$ cat src/rtl/intr_gate_pkg.sv
package intr_gate_pkg;

    typedef enum logic {
        KIND_NORMAL = 1'b0,
        KIND_FAST   = 1'b1
    } exc_kind_e;

    typedef struct packed {
        logic f;
        logic i;
    } mask_t;

endpackage

$ cat src/rtl/intr_sync.sv
module intr_sync #(
    parameter int WIDTH  = 2,
    parameter int STAGES = 2
) (
    input  logic             clk,
    input  logic             rst_n,
    input  logic [WIDTH-1:0] pin_n,
    output logic [WIDTH-1:0] req
);

    localparam int LAST = STAGES - 1;

    initial begin
        assert (STAGES >= 2) else $error("intr_sync needs at least two stages");
    end

    for (genvar g = 0; g < WIDTH; g++) begin : g_bit
        logic [STAGES-1:0] chain_d;
        logic [STAGES-1:0] chain_q;

        always_comb begin
            chain_d = {chain_q[STAGES-2:0], pin_n[g]};
        end

        always_ff @(posedge clk or negedge rst_n) begin
            if (!rst_n) chain_q <= '1;
            else        chain_q <= chain_d;
        end

        assign req[g] = ~chain_q[LAST];
    end

endmodule

$ cat src/rtl/intr_decide.sv
module intr_decide
    import intr_gate_pkg::*;
#(
    parameter int ADDR_W   = 32,
    parameter int LINK_OFF = 4
) (
    input  logic              clk,
    input  logic              rst_n,
    input  logic              fast_req,
    input  logic              norm_req,
    input  logic              priv,
    input  logic              wr_en,
    input  mask_t             wr_mask,
    input  logic              insn_end,
    input  logic [ADDR_W-1:0] ret_pc,
    output logic              take,
    output exc_kind_e         kind,
    output mask_t             mask,
    output logic [ADDR_W-1:0] link
);

    localparam logic [ADDR_W-1:0] OFF = ADDR_W'(LINK_OFF);

    typedef struct packed {
        logic              take;
        exc_kind_e         kind;
        mask_t             mask;
        logic [ADDR_W-1:0] link;
    } state_t;

    state_t cur_q, nxt_d;
    logic   fast_ok, norm_ok;

    always_comb begin
        nxt_d   = cur_q;
        nxt_d.take = 1'b0;
        fast_ok = fast_req && !cur_q.mask.f;
        norm_ok = norm_req && !cur_q.mask.i;
        if (wr_en && priv) begin
            nxt_d.mask = wr_mask;
        end
        if (insn_end && (fast_ok || norm_ok)) begin
            nxt_d.take   = 1'b1;
            nxt_d.kind   = fast_ok ? KIND_FAST : KIND_NORMAL;
            nxt_d.link   = ret_pc + OFF;
            nxt_d.mask.i = 1'b1;
            if (fast_ok) nxt_d.mask.f = 1'b1;
        end
    end

    always_ff @(posedge clk or negedge rst_n) begin
        if (!rst_n) begin
            cur_q.take <= 1'b0;
            cur_q.kind <= KIND_NORMAL;
            cur_q.mask <= '{f: 1'b1, i: 1'b1};
            cur_q.link <= '0;
        end else begin
            cur_q <= nxt_d;
        end
    end

    assign take = cur_q.take;
    assign kind = cur_q.kind;
    assign mask = cur_q.mask;
    assign link = cur_q.link;

    // an entry only follows a boundary strobe
    assert_take_at_boundary_R3: assert property (@(posedge clk) disable iff (!rst_n)
        cur_q.take |-> $past(insn_end));

    // both disable bits set at a boundary means no entry
    assert_masked_no_take_R4: assert property (@(posedge clk) disable iff (!rst_n)
        (insn_end && cur_q.mask.f && cur_q.mask.i) |=> !cur_q.take);

    // a normal entry never happens while a fast one was eligible
    assert_fast_priority_R5: assert property (@(posedge clk) disable iff (!rst_n)
        (cur_q.take && cur_q.kind == KIND_NORMAL) |-> !($past(fast_req) && !$past(cur_q.mask.f)));

    // fast entry leaves both requests disabled
    assert_fast_sets_both_R6: assert property (@(posedge clk) disable iff (!rst_n)
        (cur_q.take && cur_q.kind == KIND_FAST) |-> (cur_q.mask.f && cur_q.mask.i));

    // normal entry keeps the fast disable bit as it was
    assert_norm_keeps_f_R7: assert property (@(posedge clk) disable iff (!rst_n)
        (cur_q.take && cur_q.kind == KIND_NORMAL && !$past(wr_en && priv))
        |-> (cur_q.mask.i && cur_q.mask.f == $past(cur_q.mask.f)));

    // user-mode writes are dropped
    assert_user_write_dropped_R8: assert property (@(posedge clk) disable iff (!rst_n)
        (wr_en && !priv) |=> (cur_q.take || $stable(cur_q.mask)));

    // link captured from the return address on the deciding edge
    assert_link_value_R10: assert property (@(posedge clk) disable iff (!rst_n)
        cur_q.take |-> cur_q.link == $past(ret_pc) + OFF);

endmodule

$ cat src/rtl/intr_gate.sv
module intr_gate
    import intr_gate_pkg::*;
#(
    parameter int ADDR_W      = 32,
    parameter int SYNC_STAGES = 2,
    parameter int LINK_OFF    = 4
) (
    input  logic              clk,
    input  logic              rst_n,
    input  logic              fast_req_n,
    input  logic              norm_req_n,
    input  logic              priv_mode,
    input  logic              mask_wr,
    input  logic              mask_wr_f,
    input  logic              mask_wr_i,
    input  logic              insn_done,
    input  logic [ADDR_W-1:0] ret_addr,
    output logic              exc_take,
    output logic              exc_kind,
    output logic              mask_f,
    output logic              mask_i,
    output logic [ADDR_W-1:0] exc_link
);

    localparam int N_REQ = 2;
    localparam int FAST_IDX = 1;
    localparam int NORM_IDX = 0;

    logic [N_REQ-1:0] req_sync;
    exc_kind_e        kind_w;
    mask_t            mask_w;
    mask_t            wr_mask_w;

    assign wr_mask_w = '{f: mask_wr_f, i: mask_wr_i};

    intr_sync #(
        .WIDTH (N_REQ),
        .STAGES(SYNC_STAGES)
    ) u_sync (
        .clk  (clk),
        .rst_n(rst_n),
        .pin_n({fast_req_n, norm_req_n}),
        .req  (req_sync)
    );

    intr_decide #(
        .ADDR_W  (ADDR_W),
        .LINK_OFF(LINK_OFF)
    ) u_decide (
        .clk     (clk),
        .rst_n   (rst_n),
        .fast_req(req_sync[FAST_IDX]),
        .norm_req(req_sync[NORM_IDX]),
        .priv    (priv_mode),
        .wr_en   (mask_wr),
        .wr_mask (wr_mask_w),
        .insn_end(insn_done),
        .ret_pc  (ret_addr),
        .take    (exc_take),
        .kind    (kind_w),
        .mask    (mask_w),
        .link    (exc_link)
    );

    assign exc_kind = kind_w;
    assign mask_f   = mask_w.f;
    assign mask_i   = mask_w.i;

endmodule

$ cat config.mk
export PLATFORM = sky130hd
export DESIGN_NAME = intr_gate
export DESIGN_NICKNAME = d
export VERILOG_FILES = /design/src/rtl/intr_gate_pkg.sv /design/src/rtl/intr_sync.sv /design/src/rtl/intr_decide.sv /design/src/rtl/intr_gate.sv
export SDC_FILE = /design/constraint.sdc
export NUM_CORES = 1
export LEC_CHECK = 0
export BUFFER_PORTS_ARGS = -buffer_cell sky130_fd_sc_hd__buf_2
export CAP_MARGIN = 10
export CORE_UTILIZATION = 48
export DETAILED_ROUTE_END_ITERATION = 6
export PLACE_DENSITY_LB_ADDON = 0.2
export SYNTH_ARGS = -nofsm -noshare
export SYNTH_HDL_FRONTEND = slang
export SYNTH_SLANG_ARGS = --single-unit
$ cat constraint.sdc
create_clock -name clk -period 2.01 [get_ports clk]
set_input_delay 0.3015 -clock clk [delete_from_list [all_inputs] [get_ports clk]]
set_output_delay 0.3015 -clock clk [all_outputs]
set_load 0.02 [all_outputs]
==> summary.md <==
| Metric | Value |
|---|---|
| Status | `finished, final reports clean` |
| Hold Path Class | `input port to register` |
| Max Cap Viol | `0` |
| DIE AREA | `about 4400 µm²` |
| Min Tclk post-route | `1.56 ns` |
| Synth warn | `0` |
| Cell area after layout | `between 2000 and 3000 µm²` |
| Asr flop ratio synth | `100%` |
| Crit path buf inv count | `1` |
| Critical path's slowest cell | `nor3_2` |
| Post-layout nets | `~340` |
| Antenna violations before repair | `0` |
| Area grow syn2layout | `29.6%` |
| Max VDD drop | `0.567 mV` |
| Die Width | `66.2 µm` |
| Main synth FF type | `dfrtp_1` |
| DRT antenna net count | `0` |
| Commonest non-fill, non-tap cells in the layout | `76 x buf_2, 54 x nand2_1, 34 x dfrtp_1, 23 x o21ai_0, 17 x xor2_1` |
| Starting Density | `52.1%` |
| Critical path peak fanout | `7` |
| Vias in the first global route | `~1,700` |
| Synth Instances | `roughly 220` |
| Fin. Hold Viols | `0` |
| Final Slew Violations | `0` |
| Io pins | `between 70 and 80` |
| Commonest non-fill, non-tap cell in the layout | `buf_2` |
| CTS tree | `built` |
| Final Skew | `0.00323 ns` |
| Rows | `22` |
| CP endpoint kind | `register` |
| Crit-path cells | `buf_2 > ha_1 > nand3_1 > nor3_2 > nand4_1 > xor2_1 > o21ai_0` |
| GR Overflow Total | `0` |
| CTS buffer count | `5` |
| Period utilisation layout | `between 70% and 80%` |
| Cell area after synthesis | `1980 µm²` |
| Pwr dens | `990 nW/µm²` |
| Critical path class | `input port to register` |
| Die height | `66.2 µm` |
| Worst Setup Start Kind | `input port` |
| Peak Freq | `639 MHz` |
| Crit-path max cell delay | `0.46 ns` |
| Syn_nets | `258` |
| Sequential element share of the synthesized area | `50.9%` |
| Largest net degree at the start of global routing | `41` |
| Avg Inst Size Synth | `9.17 µm²` |
| Root buf cell | `clkbuf_8` |
| Clk sink count | `40` |
| Initial DRT Pass Iterations | `4` |
| Worst EP arrival | `1.76 ns` |
| Port Buf Inserts | `76` |
| Synth Register Bits | `40` |
| Clk pin slew, worst setup/hold paths | `0.08 ns` |
| Post-synth EDFFs | `0` |
| Global-route wire length before repair | `about 7400 µm` |
| Max clock buf depth | `2` |
| Multi-input logic area | `approximately 950 µm²` |
| Fillers | `330` |
| # H-tree levels | `2` |
| Data required time of the worst path | `2.21 ns` |
| Core ar. | `3800 µm²` |
| # DRC | `0` |
| DR iter-0 viols | `100` |
| # setup viols final | `0` |
| Unrepaired setup endpoints after global routing | `false` |
| Delay-heaviest family, CP | `simple AND/OR/NAND/NOR gates` |
| Slew margin rel. | `65.4%` |
| DRT Wirelength | `4390 µm` |
| Hpwl dp | `roughly 3300 µm` |
| Vias | `1,770` |
| Register area | `1010 µm²` |
| RD Place Congestion | `~0.77` |
| Clock latency on the worst-skew pair | `between 0.2 and 0.3 ns` |
| Final design utilization | `67.6%` |
| Post-Place Cell Area | `2460 µm²` |
| Library cells used by synthesis | `29` |
| Drt via density | `5.09` |
| Setup_tns | `0 ns` |
| Layout cells sized above 1 | `34.3%` |
| Actual slew at the worst max-slew pin | `0.516 ns` |
| GRT Total Usage | `22.5%` |
| Routed len/inst | `12.6 µm` |
| Static leakage | `1.22 nW` |
| Ant diodes | `0` |
-- state kept, by name, summed over array words and instances (netlist names) --
| signal | count |
|---|---|
| u_decide.link | 32 |
| u_decide.mask | 2 |
| u_decide.take | 1 |
| u_decide.kind | 1 |
| u_sync.g_bit.chain_q | 4 |
-- routing by layer --
metal	vias up	wire [µm]	global-route usage [%]
met5	-	0	0
met4	0	72	8.78
met3	7	211	4.48
met2	50	2120	38.1
met1	813	1990	28.0
li1	900	-	-
-- area by class of cell --
class	instances	share of cell area, %
Sequential cell	40	39.3
Clock inverter	2	0.390
Multi-Input combinational cell	166	36.9
Timing Repair Buffer	83	17.5
Inverter	3	0.439
Tap cell	48	2.34
Clock buffer	6	3.22
-- path summary, 6_finish.rpt --
path	depth (start not counted)	slack, ns	startpoint	endpoint
worst max-delay path	7	0.45	ret_addr[2]	u_decide.link[30]
worst min-delay path	1	0.10	norm_req_n	u_sync.g_bit[0].chain_q[0]
worst max register to register	4	0.61	u_decide.mask[0]	u_decide.link[8]
worst min register to register	0	0.35	u_sync.g_bit[1].chain_q[0]	u_sync.g_bit[1].chain_q[1]
max in group asynchronous	3	1.25	rst_n	u_sync.g_bit[1].chain_q[0]
min in group asynchronous	3	0.50	rst_n	u_decide.kind
-- Yosys cell counts, drive strengths merged, types with 2 or more instances --
master  instances  area share, %
clkbuf          7            1.3
o21ai          31            7.8
xor2           17            7.5
nor3            3            1.0
xnor2           9            4.0
dfstp           6            8.0
dfrtp          34             43
or3             2           0.63
nand4           8            2.5
nand2          54             10
and3            3           0.95
nor4            2            1.4
nor2           14            2.8
a31oi           2           0.63
inv             2           0.38
nand3          13            4.4
and4            3            1.3
-- report_power, final --
part           leakage (nW)  internal, mW  switching [mW]
combinational         0.682         0.292           0.561
clock                0.0510         0.274           0.273
sequential            0.483          1.03           0.112
total                  1.22          1.60           0.946
-- what timing repair did --
item | CTS | global route
buffers inserted | 0 | 0
gates resized for setup | 0 | 0
endpoints found under the hold margin | 34 | 0
hold buffers | 1 | 0
endpoints found under the setup margin | 0 | 0
-- stage by stage --
step | instances | setup WS, ns | hold WS (ns) | power [mW]
after floorplan | 216 | 0.339 | 0.00591 | 1.64
after global placement | 339 | 0.233 | 0.287 | 1.99
after detailed placement | 339 | 0.190 | 0.288 | 2.01
after CTS | 348 | 0.460 | 0.0960 | 2.57
after global routing | 348 | 0.341 | 0.0911 | 2.71
final | 348 | 0.446 | 0.100 | 2.54
-- cells by family (layout without fill, tap and decap cells) --
kind of cell / count (synthesis) / in the layout / synth area share (%)
adders and majority gates: 1 / 1 / 0.632
DFF: 40 / 40 / 50.9
xor gates and xnor gates: 26 / 26 / 11.5
AOI/OAI and AO/OA: 34 / 34 / 8.72
buffers and inverters: 10 / 94 / 1.90
and+or+nand+nor: 105 / 105 / 26.3
(Power assumes the default switching activity.)
